$ cat config.mk
export PLATFORM = sky130hd
export DESIGN_NAME = host_fifo
export DESIGN_NICKNAME = d
export VERILOG_FILES = /design/src/rtl/host_fifo_pkg.sv /design/src/rtl/xfer_buf.sv /design/src/rtl/cmd_buf.sv /design/src/rtl/flag_regs.sv /design/src/rtl/host_fifo.sv
export SDC_FILE = /design/constraint.sdc
export NUM_CORES = 1
export LEC_CHECK = 0
export BUFFER_PORTS_ARGS = -buffer_cell sky130_fd_sc_hd__buf_2
export CAP_MARGIN = 40
export CELL_PAD_IN_SITES_DETAIL_PLACEMENT = 1
export CELL_PAD_IN_SITES_GLOBAL_PLACEMENT = 2
export CORE_UTILIZATION = 50
export DETAILED_ROUTE_END_ITERATION = 16
export PLACE_DENSITY = 0.95
export SYNTH_ARGS = -nofsm -noshare
export SYNTH_HDL_FRONTEND = slang
export SYNTH_SLANG_ARGS = --single-unit
$ cat constraint.sdc
create_clock -name clk -period 3.8 [get_ports clk]
set_input_delay 0.57 -clock clk [delete_from_list [all_inputs] [get_ports clk]]
set_output_delay 0.57 -clock clk [all_outputs]
set_load 0.05 [all_outputs]
$ cat src/rtl/host_fifo_pkg.sv
package host_fifo_pkg;

    localparam int BYTE_W  = 8;
    localparam int FLAGS_W = 5;
    localparam int SEQ_W   = 3;
    localparam int PHASE_W = 3;

    // Bus phase encodings seen on the status phase bits
    typedef enum logic [PHASE_W-1:0] {
        PH_DATA_OUT = 3'b000,
        PH_DATA_IN  = 3'b001,
        PH_COMMAND  = 3'b010,
        PH_STATUS   = 3'b011,
        PH_MSG_OUT  = 3'b110,
        PH_MSG_IN   = 3'b111
    } bus_phase_e;

    localparam logic [BYTE_W-1:0] IRQ_FUNC_DONE = 8'h08;

    // Operation applied to the transfer buffer in one cycle
    typedef enum logic [1:0] {
        XOP_IDLE = 2'd0,
        XOP_PUSH = 2'd1,
        XOP_POP  = 2'd2,
        XOP_LOAD = 2'd3
    } xfer_op_e;

    typedef struct packed {
        logic              wr;
        logic              rd;
        logic [BYTE_W-1:0] data;
    } host_req_t;

    // Status load beats host access; a write beats a read;
    // command-mode writes never touch the transfer buffer.
    function automatic xfer_op_e pick_xfer_op(input logic status_ld,
                                              input logic cmd_mode,
                                              input host_req_t req);
        if (status_ld)
            return XOP_LOAD;
        else if (req.wr)
            return cmd_mode ? XOP_IDLE : XOP_PUSH;
        else if (req.rd)
            return XOP_POP;
        else
            return XOP_IDLE;
    endfunction

endpackage

$ cat src/rtl/xfer_buf.sv
module xfer_buf
    import host_fifo_pkg::*;
#(
    parameter int DEPTH = 16,
    parameter int RES_W = 6
) (
    input  logic                     clk,
    input  logic                     rst,
    input  xfer_op_e                 op,
    input  logic [BYTE_W-1:0]        wdata,
    input  logic [BYTE_W-1:0]        status_byte,
    input  logic                     dout_phase,
    output logic [BYTE_W-1:0]        rdata,
    output logic signed [RES_W-1:0]  residual,
    output logic                     overrun
);
    localparam int            PW    = $clog2(DEPTH);
    localparam logic [PW-1:0] LIMIT = PW'(DEPTH - 1);
    localparam logic [PW-1:0] TWO   = PW'(2);

    logic [BYTE_W-1:0] mem [DEPTH];
    logic [PW-1:0]     rptr, wptr;

    logic push_ok, pop_ok, last_pop;
    always_comb begin
        push_ok  = (op == XOP_PUSH) && (wptr != LIMIT);
        pop_ok   = (op == XOP_POP) && !dout_phase && (rptr < wptr);
        last_pop = pop_ok && ((rptr + 1'b1) == wptr);
    end

    always_ff @(posedge clk) begin
        if (op == XOP_LOAD) begin
            mem[0] <= status_byte;
            mem[1] <= '0;
        end else if (push_ok) begin
            mem[wptr] <= wdata;
        end
    end

    always_ff @(posedge clk) begin
        if (rst) begin
            rptr     <= '0;
            wptr     <= '0;
            residual <= '0;
            rdata    <= '0;
            overrun  <= 1'b0;
        end else begin
            overrun <= 1'b0;
            unique case (op)
                XOP_PUSH: begin
                    if (push_ok) begin
                        wptr     <= wptr + 1'b1;
                        residual <= residual + 1'b1;
                    end else begin
                        overrun <= 1'b1;
                    end
                end
                XOP_POP: begin
                    if (dout_phase) begin
                        rdata <= '0;
                    end else if (pop_ok) begin
                        rdata    <= mem[rptr];
                        residual <= residual - 1'b1;
                        if (last_pop) begin
                            rptr <= '0;
                            wptr <= '0;
                        end else begin
                            rptr <= rptr + 1'b1;
                        end
                    end
                end
                XOP_LOAD: begin
                    rptr     <= '0;
                    wptr     <= TWO;
                    residual <= RES_W'(2);
                end
                default: ;
            endcase
        end
    end

    a_r6_ptr_order: assert property (@(posedge clk) disable iff (rst)
        rptr <= wptr);

    a_r4_drop_at_limit: assert property (@(posedge clk) disable iff (rst)
        (op == XOP_PUSH) && (wptr == LIMIT)
        |=> (wptr == $past(wptr)) && (residual == $past(residual)) && overrun);

    a_r7_rewind: assert property (@(posedge clk) disable iff (rst)
        (op == XOP_POP) && !dout_phase && (rptr < wptr) && ((rptr + 1'b1) == wptr)
        |=> (rptr == '0) && (wptr == '0));

    a_r5_dout_read: assert property (@(posedge clk) disable iff (rst)
        (op == XOP_POP) && dout_phase
        |=> (rdata == '0) && $stable(residual));

    a_r9_load: assert property (@(posedge clk) disable iff (rst)
        (op == XOP_LOAD) |=> (residual == RES_W'(2)) && (wptr == TWO) && (rptr == '0));

endmodule

$ cat src/rtl/cmd_buf.sv
module cmd_buf
    import host_fifo_pkg::*;
#(
    parameter int DEPTH = 16
) (
    input  logic                          clk,
    input  logic                          rst,
    input  logic                          mode,
    input  logic                          wr,
    input  logic [BYTE_W-1:0]             wdata,
    input  logic [$clog2(DEPTH)-1:0]      rd_idx,
    output logic [$clog2(DEPTH+1)-1:0]    len,
    output logic [BYTE_W-1:0]             rd_byte,
    output logic                          overrun
);
    localparam int            IW   = $clog2(DEPTH);
    localparam int            LW   = $clog2(DEPTH + 1);
    localparam logic [LW-1:0] FULL = LW'(DEPTH);

    logic [BYTE_W-1:0] mem [DEPTH];
    logic              accept;

    assign accept  = mode && wr && (len != FULL);
    assign rd_byte = mem[rd_idx];

    always_ff @(posedge clk) begin
        if (accept)
            mem[len[IW-1:0]] <= wdata;
    end

    always_ff @(posedge clk) begin
        if (rst) begin
            len     <= '0;
            overrun <= 1'b0;
        end else begin
            overrun <= mode && wr && (len == FULL);
            if (!mode)
                len <= '0;
            else if (accept)
                len <= len + 1'b1;
        end
    end

    a_r2_full_hold: assert property (@(posedge clk) disable iff (rst)
        mode && wr && (len == FULL) |=> (len == FULL) && overrun);

    a_r3_leave_clears: assert property (@(posedge clk) disable iff (rst)
        !mode |=> (len == '0));

    a_r1_append: assert property (@(posedge clk) disable iff (rst)
        mode && wr && (len != FULL) |=> (len == $past(len) + 1'b1));

endmodule

$ cat src/rtl/flag_regs.sv
module flag_regs
    import host_fifo_pkg::*;
(
    input  logic               clk,
    input  logic               rst,
    input  logic               flush,
    input  logic               status_ld,
    output logic [FLAGS_W-1:0] flags,
    output logic [BYTE_W-1:0]  int_code,
    output logic [SEQ_W-1:0]   seq_step
);
    always_ff @(posedge clk) begin
        if (rst) begin
            flags    <= '0;
            int_code <= '0;
            seq_step <= '0;
        end else if (flush) begin
            flags    <= '0;
            int_code <= IRQ_FUNC_DONE;
            seq_step <= '0;
        end else if (status_ld) begin
            flags    <= FLAGS_W'(2);
        end
    end

    a_r8_flush: assert property (@(posedge clk) disable iff (rst)
        flush |=> (int_code == IRQ_FUNC_DONE) && (flags == '0) && (seq_step == '0));

    a_r9_flags_two: assert property (@(posedge clk) disable iff (rst)
        status_ld && !flush |=> (flags == FLAGS_W'(2)));

endmodule

$ cat src/rtl/host_fifo.sv
module host_fifo
    import host_fifo_pkg::*;
#(
    parameter  int XFER_DEPTH = 16,
    parameter  int CMD_DEPTH  = 16,
    localparam int RES_W      = $clog2(XFER_DEPTH) + 2,
    localparam int IW         = $clog2(CMD_DEPTH),
    localparam int LW         = $clog2(CMD_DEPTH + 1)
) (
    input  logic                    clk,
    input  logic                    rst,
    input  logic                    cmd_mode_i,
    input  logic [2:0]              phase_i,
    input  logic                    wr_en_i,
    input  logic [7:0]              wr_data_i,
    input  logic                    rd_en_i,
    input  logic                    flush_i,
    input  logic                    status_wr_i,
    input  logic [7:0]              status_byte_i,
    input  logic [IW-1:0]           cmd_idx_i,
    output logic [7:0]              rd_data_o,
    output logic signed [RES_W-1:0] residual_o,
    output logic                    overrun_o,
    output logic [LW-1:0]           cmd_len_o,
    output logic [7:0]              cmd_byte_o,
    output logic [4:0]              fifo_flags_o,
    output logic [7:0]              int_code_o,
    output logic [2:0]              seq_step_o
);
    host_req_t req;
    xfer_op_e  xop;
    logic      dout_phase, cmd_wr, xfer_ovr, cmd_ovr;

    always_comb begin
        req.wr     = wr_en_i;
        req.rd     = rd_en_i;
        req.data   = wr_data_i;
        xop        = pick_xfer_op(status_wr_i, cmd_mode_i, req);
        dout_phase = (phase_i == PH_DATA_OUT);
        cmd_wr     = req.wr && cmd_mode_i && !status_wr_i;
    end

    xfer_buf #(.DEPTH(XFER_DEPTH), .RES_W(RES_W)) u_xfer (
        .clk         (clk),
        .rst         (rst),
        .op          (xop),
        .wdata       (req.data),
        .status_byte (status_byte_i),
        .dout_phase  (dout_phase),
        .rdata       (rd_data_o),
        .residual    (residual_o),
        .overrun     (xfer_ovr)
    );

    cmd_buf #(.DEPTH(CMD_DEPTH)) u_cmd (
        .clk     (clk),
        .rst     (rst),
        .mode    (cmd_mode_i),
        .wr      (cmd_wr),
        .wdata   (req.data),
        .rd_idx  (cmd_idx_i),
        .len     (cmd_len_o),
        .rd_byte (cmd_byte_o),
        .overrun (cmd_ovr)
    );

    flag_regs u_flags (
        .clk       (clk),
        .rst       (rst),
        .flush     (flush_i),
        .status_ld (status_wr_i),
        .flags     (fifo_flags_o),
        .int_code  (int_code_o),
        .seq_step  (seq_step_o)
    );

    assign overrun_o = xfer_ovr | cmd_ovr;

    a_r11_write_wins: assert property (@(posedge clk) disable iff (rst)
        wr_en_i && rd_en_i && !status_wr_i && !cmd_mode_i
        |=> ((residual_o == $past(residual_o) + 1'b1) || overrun_o)
            && $stable(rd_data_o));

    a_r3_cmd_isolated: assert property (@(posedge clk) disable iff (rst)
        wr_en_i && cmd_mode_i && !status_wr_i |=> $stable(residual_o));

    a_r4_overrun_cause: assert property (@(posedge clk) disable iff (rst)
        overrun_o |-> $past(wr_en_i));

endmodule

## Word level (Yosys, flattened, before mapping)

Memories as Yosys holds them, arrays and structs flattened. A register that Yosys moved wholly into a read port is not among the register bits.
Index checks and enable logic that the tools add are counted.

- Bits in registers: 31
- Memory bits (writable): 256
- Bits of input ports: 30
- Memories kept: 2

- Add/subtract/negate cells: 5
- Order comparisons: 1
- Equality and inequality tests: 11
- Muxes and demuxes: 32
- Bitwise gates (word level): 3
- Reductions and logical operators: 23

Memory list:

| memory | depth | bits a word | read ports | clocked after Yosys merged registers in | write ports | RTL line | text |
|---|---|---|---|---|---|---|---|
| u_cmd.mem | 16 | 8 | 1 | 0 | 1 | cmd_buf.sv:20 | `logic [BYTE_W-1:0] mem [DEPTH];` |
| u_xfer.mem | 16 | 8 | 1 | 1 | 2 | xfer_buf.sv:21 | `logic [BYTE_W-1:0] mem [DEPTH];` |

Operators by type and width:

| cell | count |
|---|---|
| $mux W4 | 10 |
| $mux W8 | 3 |
| $mux W6 | 3 |
| $pmux W6 S3 | 1 |
| $pmux W4 S3 | 1 |
| $mux W1 | 10 |
| $logic_and A1 B1 Y1 | 9 |
| $add A4 B1 Y4 const B | 2 |
| $pmux W4 S2 | 1 |
| $reduce_or A8 Y1 | 1 |
| $add A6 B1 Y6 const B | 1 |
| $mux W2 | 3 |
| $ne A2 B1 Y1 const B | 3 |
| $reduce_or A2 Y1 | 3 |
| $sub A6 B1 Y6 const B | 1 |
| $add A5 B1 Y5 const B | 1 |
| $eq A5 B5 Y1 const B | 1 |
| $ne A5 B5 Y1 const B | 1 |
| $reduce_and A5 Y1 | 1 |
| $eq A2 B2 Y1 const B | 2 |
| $eq A4 B4 Y1 | 1 |
| $lt A4 B4 Y1 | 1 |
| $ne A4 B4 Y1 const B | 1 |
| $reduce_and A4 Y1 | 1 |
| 10 further kinds | 13 |

## Depth between registers and ports, before layout

Gate-level depths: netlist (run 1).

- Depth after elaboration: 13
- Mapped depth: 11
- Mapped depth without buffers: 10

## Hierarchy

From an unflattened synthesis (run 1), not the netlist that was laid out.

- Cells, all modules: 689
- Area, all modules: 12,169.2 sq um

Modules (own cells, without submodules):

| module | instances | cells an instance | area an instance (sq um) |
|---|---|---|---|
| xfer_buf | 1 | 399 | 6,622.6 |
| cmd_buf | 1 | 262 | 5,338.9 |
| flag_regs | 1 | 21 | 170.2 |
| host_fifo | 1 | 7 | 37.5 |

## Worst setup path after synthesis (run 1)

Ideal clock, no wire load.

- Kind: input -> output
- From: input cmd_idx_i[0]
- To: output cmd_byte_o[0]
- Arrival time: 2.242 ns
- Required time: 3.230 ns
- Slack: 0.988 ns
- Stages: 4
- Cells stage by stage: clkbuf_1 -> buf_2 -> mux4_2 -> mux4_2

- Cells in the longest elaborated chain, start to end: 1

RTL lines:

| item | RTL line | text |
|---|---|---|
| start: declaration | host_fifo.sv:20 | `input logic [IW-1:0] cmd_idx_i,` |
| $mem_v2 Z16 W8 | -- |  |
| end: declaration | host_fifo.sv:25 | `output logic [7:0] cmd_byte_o,` |

No other way between the ends.

## Worst setup path after layout (run 1)

- From: input cmd_idx_i[1]
- To: output cmd_byte_o[4]

The elaborated chain is that of the path after synthesis.

==> flow_summary.yaml, run 1 <==
critical_path:
  worst_ep_required_time_ns: 3.23
  start_kind: "input pin"
  end_kind: "output port"
  cp.arrival_ns: 2.42
  critPathBufInv: 2
  cpPeakStageDelay_ns: 0.63
  crit_family: "multiplexers"
  crit_chain: "buf_2 > mux4_2 > mux4_2 > buf_2"
  cpMaxStageDelayCell: "buf_2"
  critPathKind: "in -> out"
  crit_fanout: 32
global_route:
  gr-usage-met2: 0.403
  overflow: 0
  use_met1: 0.333
  grt.total_usage: 0.242
  grt_max_degree: 33
  busiest_layer: "met2"
  use_met3: 0.0426
  grt_pass1_vias: 6655
  antenna_found_initial: 0
  grt_pass1_wl_um: 42500
synth:
  ys_types: 50
  synth_top_area_cell: "edfxtp_1"
  synthFlopType: "edfxtp_1"
  syn_inst: 642
  synth_top_area_share: 0.646
  syn_area_per_cell_um2: 18.5
  seq_area_frac_synth: 0.705
  yosys-top-cells-area: "edfxtp_1 65%, mux4_2 15%, dfxtp_1 5.9%"
  synth_simple_gate_area_frac: 0.0554
  async_flop_share: 0
  synthMuxAreaShare: 0.160
  synth_edf_count: 256
  yosysWarnings: 0
  synth_top_family_by_area: "multiplexers"
  synth-seq-cells: 291
  synthAdderAreaFrac: 0.0196
  synthXorXnorAreaFrac: 0.00883
  synth_area_mm2: 0.0119
  synth_compound_area_frac: 0.0236
placed_design:
  place_inst: 1010
  port_buffers: 59
  dp_hpwl_um: 17200
  place.gp.congestion: 0.767
  pre_cts_slack_ns: 0.559
drt:
  num_vias: 6283
  wl_per_cell_um: 26.7
  drt_drc_violations_left: 0
  drt_iter0_drc: 582
  dr.pass1.iters: 6
  viasPerCell: 5.90
  detail-route-antenna-nets: 0
  wirelength_um: 28400
clock_network:
  cts_inserted_buffers: 29
  clock_latency_ns: 0.54
  cts_tree: "built"
  ctsHtreeMaxLevel: 1
  clk_path_buf_depth: 3
  cts_setup_buffers: 0
  path_clk_slew_ns: 0.06
  cts_resized: 0
  cts_root_buffer: "clkbuf_16"
  cts_hold_buf: 0
  cts_sinks: 291
sta:
  hold_viol: 0
  layout_setup_ws_ns: 0.813
  slew_headroom: 0.397
  max_freq_mhz: 335
  fin_tns_setup_ns: 0
  rsz0062_at_grt: "no"
  hold-worst-slack_ns: 0.210
  finClkSkew_ns: 0.0125
  drv_slew: 0
  fin_crit_sh: 0.786
  setup_viol: 0
  period_minus_slack_ns: 2.99
  worst_slew_pin_slew_ns: 0.901
finish:
  drive_gt1_frac: 0.314
  antenna_cells: 0
  fill_cells: 2122
  fin_nets: 772
  finalNonFillerCells: 1065
  multi_input_area_mm2: 0.00326
  seq_area_mm2: 0.00839
  final_core_util: 0.580
  area_growth_pct: 14.1
floorplanning:
  die_h_um: 156
  initial_core_util: 0.508
  rows: 56
  core_area_mm2: 0.0234
  fp.dieW_um: 156
  io_pins: 74
  dieArea_mm2: 0.0244
power:
  powerDensity_mw_per_mm2: 514
  irDropWorstVdd_uv: 319
  p_leak_nw: 4.62
outcome:
  status: "finished clean"
min_path:
  hold_class: "in -> reg"
flow_run:
  drv_cap: 0
[area by class of cell]
cell class	instances	share of cell area
clock buffers	32	0.0558
clock inverters	21	0.0190
inverters	21	0.00581
multi-input cells	306	0.240
flip-flops and latches	291	0.618
well taps	319	0.0294
repair buffers	75	0.0318
[through the flow]
stage               total power, mW  area [um^2]
floorplan                      3.85        12000
global placement               3.95        12500
detailed placement             3.97        12500
CTS                            7.01        13600
global route                   7.13        13600
finish                         6.98        13600
[cell usage in the layout, fill, tap and decap left out, drive strengths merged, types with 2 or more instances in the layout]
cell	count
buf	75
nand3	7
or4	2
inv	24
a21oi	16
a311oi	2
a21o	4
clkinv	9
nor4	3
ha	17
xor2	7
and2	14
mux4	80
conb	22
or3	6
and3	9
clkinvlp	4
clkbuf	32
nor2	29
a211oi	3
mux2	8
edfxtp	256
xnor2	5
o21ai	13
nand2	24
or2	4
nor3	10
dfxtp	35
nor3b	2
bufinv	5
nand3b	2
nand2b	7
[kinds of logic after synthesis]
kind of cell | count (synthesis)
buffers and inverters | 66
muxes | 89
adders and majority gates | 18
DFF | 291
other | 1
AOI/OAI and AO/OA | 42
and+or+nand+nor | 123
xor gates and xnor gates | 12
[worst register-to-register path, stage by stage (launching register included)]
cell	delay [ns]
dfxtp_1	0.55
inv_1	0.11
ha_1	0.31
o21ai_0	0.17
a21oi_1	0.11
nor4_2	0.45
o21ai_1	0.39
or4_1	0.57
a31oi_1	0.17
[synth_stat cells (4+ instances only)]
library cell  instances
mux4_2               80
a21o_1                4
buf_4                14
nor2_1               29
xor2_1                7
edfxtp_1            256
clkbuf_1             18
and3_1                9
mux2_2                8
buf_2                 8
nand2_1              24
or3_1                 6
ha_1                 17
inv_1                20
nor3_1               10
and2_1               14
a21oi_1              16
o21ai_2               8
xnor2_1               5
nand3_1               7
dfxtp_1              35
nand2b_1              6
[final timing paths]
kind / endpoint / startpoint / slack, ns / depth (start not counted)
min: u_flags.flags[1] / flush_i / 0.21 / 2
max: cmd_byte_o[4] / cmd_idx_i[1] / 0.81 / 4
min reg2reg: u_xfer.rdata[2] / u_xfer.rdata[2] / 0.45 / 2
max reg2reg: u_xfer.residual[5] / u_xfer.wptr[2] / 0.89 / 8
[per-layer routing]
| layer | wire length (um) | vias up |
|---|---|---|
| met5 | 0 | - |
| met4 | 484 | 0 |
| met3 | 1880 | 45 |
| met2 | 14300 | 264 |
| met1 | 11800 | 3304 |
| li1 | - | 2670 |
[registers in the layout, indices dropped and copies added (netlist names), named ones only]
register          flops
u_flags.flags         1
u_xfer.mem          128
u_xfer.rdata          8
u_cmd.overrun         1
u_cmd.len             5
u_cmd.mem           128
u_xfer.wptr           4
u_flags.int_code      1
u_xfer.residual       6
u_xfer.overrun        1
u_xfer.rptr           4
[power by group]
part | total, mW | switching [mW] | internal [mW]
registers | 3.52 | 0.0185 | 3.50
clock network | 3.07 | 1.28 | 1.79
logic | 0.385 | 0.263 | 0.122
total | 6.98 | 1.56 | 5.42
No activity file was read; power rests on OpenSTA's default activity.
==> run 2, diff against run 1 <==
--- a/config.mk
+++ b/config.mk
@@ -9,9 +9,9 @@
 export CAP_MARGIN = 40
 export CELL_PAD_IN_SITES_DETAIL_PLACEMENT = 1
 export CELL_PAD_IN_SITES_GLOBAL_PLACEMENT = 2
-export CORE_UTILIZATION = 50
+export CORE_UTILIZATION = 46
 export DETAILED_ROUTE_END_ITERATION = 16
-export PLACE_DENSITY = 0.95
+export PLACE_DENSITY = 0.89
 export SYNTH_ARGS = -nofsm -noshare
 export SYNTH_HDL_FRONTEND = slang
 export SYNTH_SLANG_ARGS = --single-unit
==> constraint.sdc (replaced) <==
create_clock -name clk -period 2.8 [get_ports clk]
set_input_delay 0.42 -clock clk [delete_from_list [all_inputs] [get_ports clk]]
set_output_delay 0.42 -clock clk [all_outputs]
set_load 0.05 [all_outputs]
==> flow_summary.yaml, run 2 (synthesized netlist as in run 1, its figures left out) <==
finish:
  reg_top3: "u_cmd.mem x128, u_xfer.mem x128, u_xfer.rdata x8"
  most-common-layout-cells: "256 x edfxtp_1, 80 x mux4_2, 59 x buf_2, 34 x dfxtp_1, 29 x nor2_1"
  fill_cells: 2322
  antenna_cells: 0
  area_growth_pct: 15.1
  drive_gt1_frac: 0.320
  seq_area_mm2: 0.00839
  multi_input_area_mm2: 0.00326
  layout_commonest_cell: "edfxtp_1"
  fin_nets: 787
critical_path:
  r2r_setup_slack_ns: 0.35
  end_kind: "output port"
  crit_family: "multiplexers"
  r2r-end: "u_xfer.residual[5]"
  cp.arrival_ns: 2.18
  crit_start: "u_cmd.mem[15][4]"
  worst_ep_required_time_ns: 2.38
  rr_worst_depth: 9
  crit_fanout: 1
  r2r-start: "u_xfer.wptr[3]"
  start_kind: "flip-flop"
  cpPeakStageDelay_ns: 0.49
  crit_top_cell: "mux4_2"
  crit_chain: "mux4_2 > mux4_2 > buf_2"
  cpMaxStageDelayCell: "mux4_2"
  critPathBufInv: 1
  critPathKind: "reg -> out"
min_path:
  min_to: "u_flags.flags[1]"
  worstHoldPathCells: 2
  hold_start: "flush_i"
  hold_class: "in -> reg"
drt:
  drt_drc_violations_left: 0
  dr.pass1.iters: 5
  drt_iter0_drc: 580
  num_vias: 6244
  viasPerCell: 5.73
  wl_per_cell_um: 25.1
  wirelength_um: 27300
  detail-route-antenna-nets: 0
floorplanning:
  fp.dieW_um: 163
  die_h_um: 163
  core_area_mm2: 0.0253
  io_pins: 74
  initial_core_util: 0.471
  rows: 58
  dieArea_mm2: 0.0265
power:
  swShare: 0.217
  clock_power_share: 0.425
  seq_power_share: 0.518
  powerDensity_mw_per_mm2: 674
  p_leak_nw: 4.68
  combPwrFrac: 0.057
  internal-power_mw: 7.22
  finalPower_mw: 9.23
  p_sw_mw: 2.00
  irDropWorstVdd_uv: 448
clock_network:
  path_clk_slew_ns: 0.07
  cts_root_buffer: "clkbuf_16"
  cts_sinks: 291
  cts_resized: 0
  cts_hold_buf: 0
  cts_setup_buffers: 0
  clock_latency_ns: 0.55
  cts_tree: "built"
  cts_inserted_buffers: 28
  ctsHtreeMaxLevel: 1
  clk_path_buf_depth: 3
sta:
  worst_slew_pin_slew_ns: 0.657
  setup_viol: 0
  fin_tns_setup_ns: 0
  rsz0062_at_grt: "no"
  slew_headroom: 0.562
  fin_crit_sh: 0.927
  finClkSkew_ns: 0.0224
  max_freq_mhz: 385
  hold_viol: 0
  period_minus_slack_ns: 2.60
  drv_slew: 0
global_route:
  grt.total_usage: 0.213
  grt_pass1_vias: 6689
  grt_max_degree: 33
  overflow: 0
  antenna_found_initial: 0
  grt_pass1_wl_um: 41400
placed_design:
  port_buffers: 59
  dp_hpwl_um: 17300
  place.gp.congestion: 0.863
outcome:
  status: "finished clean"
flow_run:
  drv_cap: 0
-- run 2: changes by cell type in the layout (fill, tap and decap cells not counted), sizes merged --
| cell | change |
|---|---|
| inv | -1 |
| buf | +16 |
| bufinv | -1 |
| clkbuf | +1 |
| clkinvlp | -2 |
-- run 2: final cells by class --
type / count / share of cell area
clock inverter: 17 / 0.0155
tap: 330 / 0.0302
inverter: 21 / 0.00576
sequential: 291 / 0.613
clock buffer: 33 / 0.0547
timing repair buffer: 91 / 0.0428
multi-input combinational: 306 / 0.238
-- run 2: worst max-delay path by stage --
| stage | end | slack, ns | cells past startpoint |
|---|---|---|---|
| 3_5_place_dp | u_xfer.residual[5] | 0.02 | 11 |
| 3_3_place_gp | u_xfer.residual[5] | 0.13 | 11 |
| 6_report | cmd_byte_o[4] | 0.20 | 3 |
| 2_1_floorplan | u_cmd.mem[3][0] | 0.07 | 6 |
| 4_1_cts | cmd_byte_o[6] | 0.18 | 3 |
| 5_1_grt | u_xfer.residual[5] | 0.09 | 9 |
-- run 2: metal layers --
layer,up-vias,global-route usage,share of wire
met4,0,0.0510,0.018
li1,2686,-,-
met1,3298,0.298,0.43
met3,40,0.0288,0.055
met5,-,0,0
met2,220,0.354,0.50
-- run 2: power groups by stage --
stage | Sequential, mW | Clock [mW] | Combinational [mW]
CTS | 4.78 | 3.98 | 0.525
detailed placement | 4.88 | 0 | 0.523
floorplan | 4.90 | 0 | 0.325
global route | 4.79 | 4.11 | 0.556
global placement | 4.87 | 0 | 0.500
finish | 4.78 | 3.92 | 0.523
-- run 2: worst register-to-register path, cell delays in order (launching register included) --
cell and delay (ns):
dfxtp_1 0.50, inv_1 0.15, ha_1 0.32, o21ai_0 0.09
a21oi_1 0.11, nor4_2 0.27, o21ai_1 0.11, buf_4 0.18
or4_1 0.46, a31oi_1 0.16
-- run 2: through the flow --
stage               area [um^2]   util  std cells  hold WS, ns  setup slack, ns
finish                    13700  0.542       1089       0.0511            0.204
global placement          12700  0.504       1039        0.450            0.129
CTS                       13700  0.542       1089       0.0330            0.181
detailed placement        12700  0.504       1039        0.455           0.0167
global route              13700  0.542       1089       0.0527           0.0853
floorplan                 12000      -        663        0.471           0.0667
==> run 3, diff against run 2 <==
--- a/config.mk
+++ b/config.mk
@@ -9,9 +9,9 @@
 export CAP_MARGIN = 40
 export CELL_PAD_IN_SITES_DETAIL_PLACEMENT = 1
 export CELL_PAD_IN_SITES_GLOBAL_PLACEMENT = 2
-export CORE_UTILIZATION = 46
+export CORE_UTILIZATION = 50
 export DETAILED_ROUTE_END_ITERATION = 16
-export PLACE_DENSITY = 0.89
+export PLACE_DENSITY = 0.95
 export SYNTH_ARGS = -nofsm -noshare
 export SYNTH_HDL_FRONTEND = slang
 export SYNTH_SLANG_ARGS = --single-unit
==> constraint.sdc (replaced) <==
create_clock -name clk -period 3.05 [get_ports clk]
set_input_delay 0.4575 -clock clk [delete_from_list [all_inputs] [get_ports clk]]
set_output_delay 0.4575 -clock clk [all_outputs]
set_load 0.05 [all_outputs]
==> flow_summary.yaml, run 3 (synthesized netlist as in run 1, its figures left out) <==
placed_design:
  place.gp.congestion: 0.785
  port_buffers: 59
  pre_cts_slack_ns: 0.209
  dp_hpwl_um: 18300
  placed_area_mm2: 0.0127
min_path:
  hold_class: "in -> reg"
  hold_start: "flush_i"
sta:
  fin_crit_sh: 0.901
  drv_slew: 0
  fin_tns_setup_ns: 0
  rsz0062_at_grt: "no"
  worst_slew_pin_slew_ns: 0.745
  slew_headroom: 0.500
  finClkSkew_ns: 0.0127
  max_freq_mhz: 364
  hold_viol: 0
  layout_setup_ws_ns: 0.301
  setup_viol: 0
  period_minus_slack_ns: 2.75
drt:
  wirelength_um: 29700
  drt_iter0_drc: 642
  drt_drc_violations_left: 0
  detail-route-antenna-nets: 0
  dr.pass1.iters: 5
  viasPerCell: 6.06
  wl_per_cell_um: 27.5
  num_vias: 6539
clock_network:
  cts_hold_buf: 0
  cts_root_buffer: "clkbuf_16"
  cts_resized: 0
  path_clk_slew_ns: 0.06
  clock_latency_ns: 0.55
  cts_inserted_buffers: 29
  cts_setup_buffers: 0
  cts_tree: "built"
  clk_path_buf_depth: 3
  cts_sinks: 291
  ctsHtreeMaxLevel: 1
global_route:
  grt_pass1_wl_um: 44200
  antenna_found_initial: 0
  grt_max_degree: 33
  busiest_layer: "met2"
  overflow: 0
  use_met1: 0.332
  use_met3: 0.0510
  gr-usage-met2: 0.425
  grt_pass1_vias: 6807
  grt.total_usage: 0.252
finish:
  area_growth_pct: 14.9
  layout_commonest_cell: "edfxtp_1"
  multi_input_area_mm2: 0.00326
  most-common-layout-cells: "256 x edfxtp_1, 80 x mux4_2, 59 x buf_2, 34 x dfxtp_1"
  seq_area_mm2: 0.00839
  fill_cells: 2118
  fin_nets: 787
  antenna_cells: 0
  final_area_mm2: 0.0137
  reg_top3: "u_cmd.mem x128, u_xfer.mem x128, u_xfer.rdata x8"
  drive_gt1_frac: 0.318
critical_path:
  crit_start: "u_xfer.wptr[3]"
  critPathKind: "reg -> reg"
  cp.arrival_ns: 3.22
  crit_fanout: 12
  end_kind: "flip-flop"
  start_kind: "flip-flop"
  worst_ep_required_time_ns: 3.53
  r2r-start: "u_xfer.wptr[3]"
flow_run:
  drv_cap: 0
floorplanning:
  io_pins: 74
  die_h_um: 156
  dieArea_mm2: 0.0244
  fp.dieW_um: 156
  initial_core_util: 0.508
  core_area_mm2: 0.0234
  rows: 56
outcome:
  status: "finished clean"
power:
  p_leak_nw: 4.69
  internal-power_mw: 6.69
  clock_power_share: 0.431
  seq_power_share: 0.513
  finalPower_mw: 8.56
  powerDensity_mw_per_mm2: 626
  swShare: 0.218
  combPwrFrac: 0.056
  irDropWorstVdd_uv: 397
  p_sw_mw: 1.87
run 3: power groups by stage:
stage,Clock [mW],Sequential (mW),Combinational [mW]
detailed placement,0,4.48,0.475
global route,3.82,4.39,0.512
CTS,3.71,4.39,0.483
finish,3.69,4.39,0.483
global placement,0,4.47,0.450
floorplan,0,4.50,0.298
run 3: final timing paths:
path                                            to  slack [ns]  depth (start not counted)
worst min register to register     u_xfer.rdata[1]        0.46                          2
worst min-delay path              u_flags.flags[1]        0.09                          2
worst max register to register  u_xfer.residual[5]        0.30                          8
worst max-delay path            u_xfer.residual[5]        0.30                          8
run 3: metal layers:
layer	vias up	routed length (um)	share of wire
li1	2703	-	-
met5	-	0	0
met3	61	2330	0.079
met1	3426	11500	0.39
met2	349	15100	0.51
met4	0	736	0.025
run 3: layout make-up:
cell class              count  share of cell area
flip-flops and latches    291               0.614
repair buffers             90              0.0416
clock inverters            18              0.0167
well taps                 319              0.0292
multi-input cells         306               0.239
inverters                  21             0.00577
clock buffers              34              0.0545
run 3: metrics by stage:
step                      hold WS, ns  instances  utilization
after floorplan                 0.471        663            -
after global placement          0.449       1026        0.542
after detailed placement        0.447       1027        0.543
after CTS                      0.0797       1079        0.584
after global routing           0.0867       1079        0.584
final                          0.0930       1079        0.584
run 3: worst max-delay path: stages (launching register included):
cell and delay [ns]:
dfxtp_1 0.48, inv_1 0.15, ha_1 0.31, o21ai_0 0.07, a21oi_1 0.10, nor4_2 0.45
o21ai_1 0.38, or4_1 0.56, a31oi_1 0.17
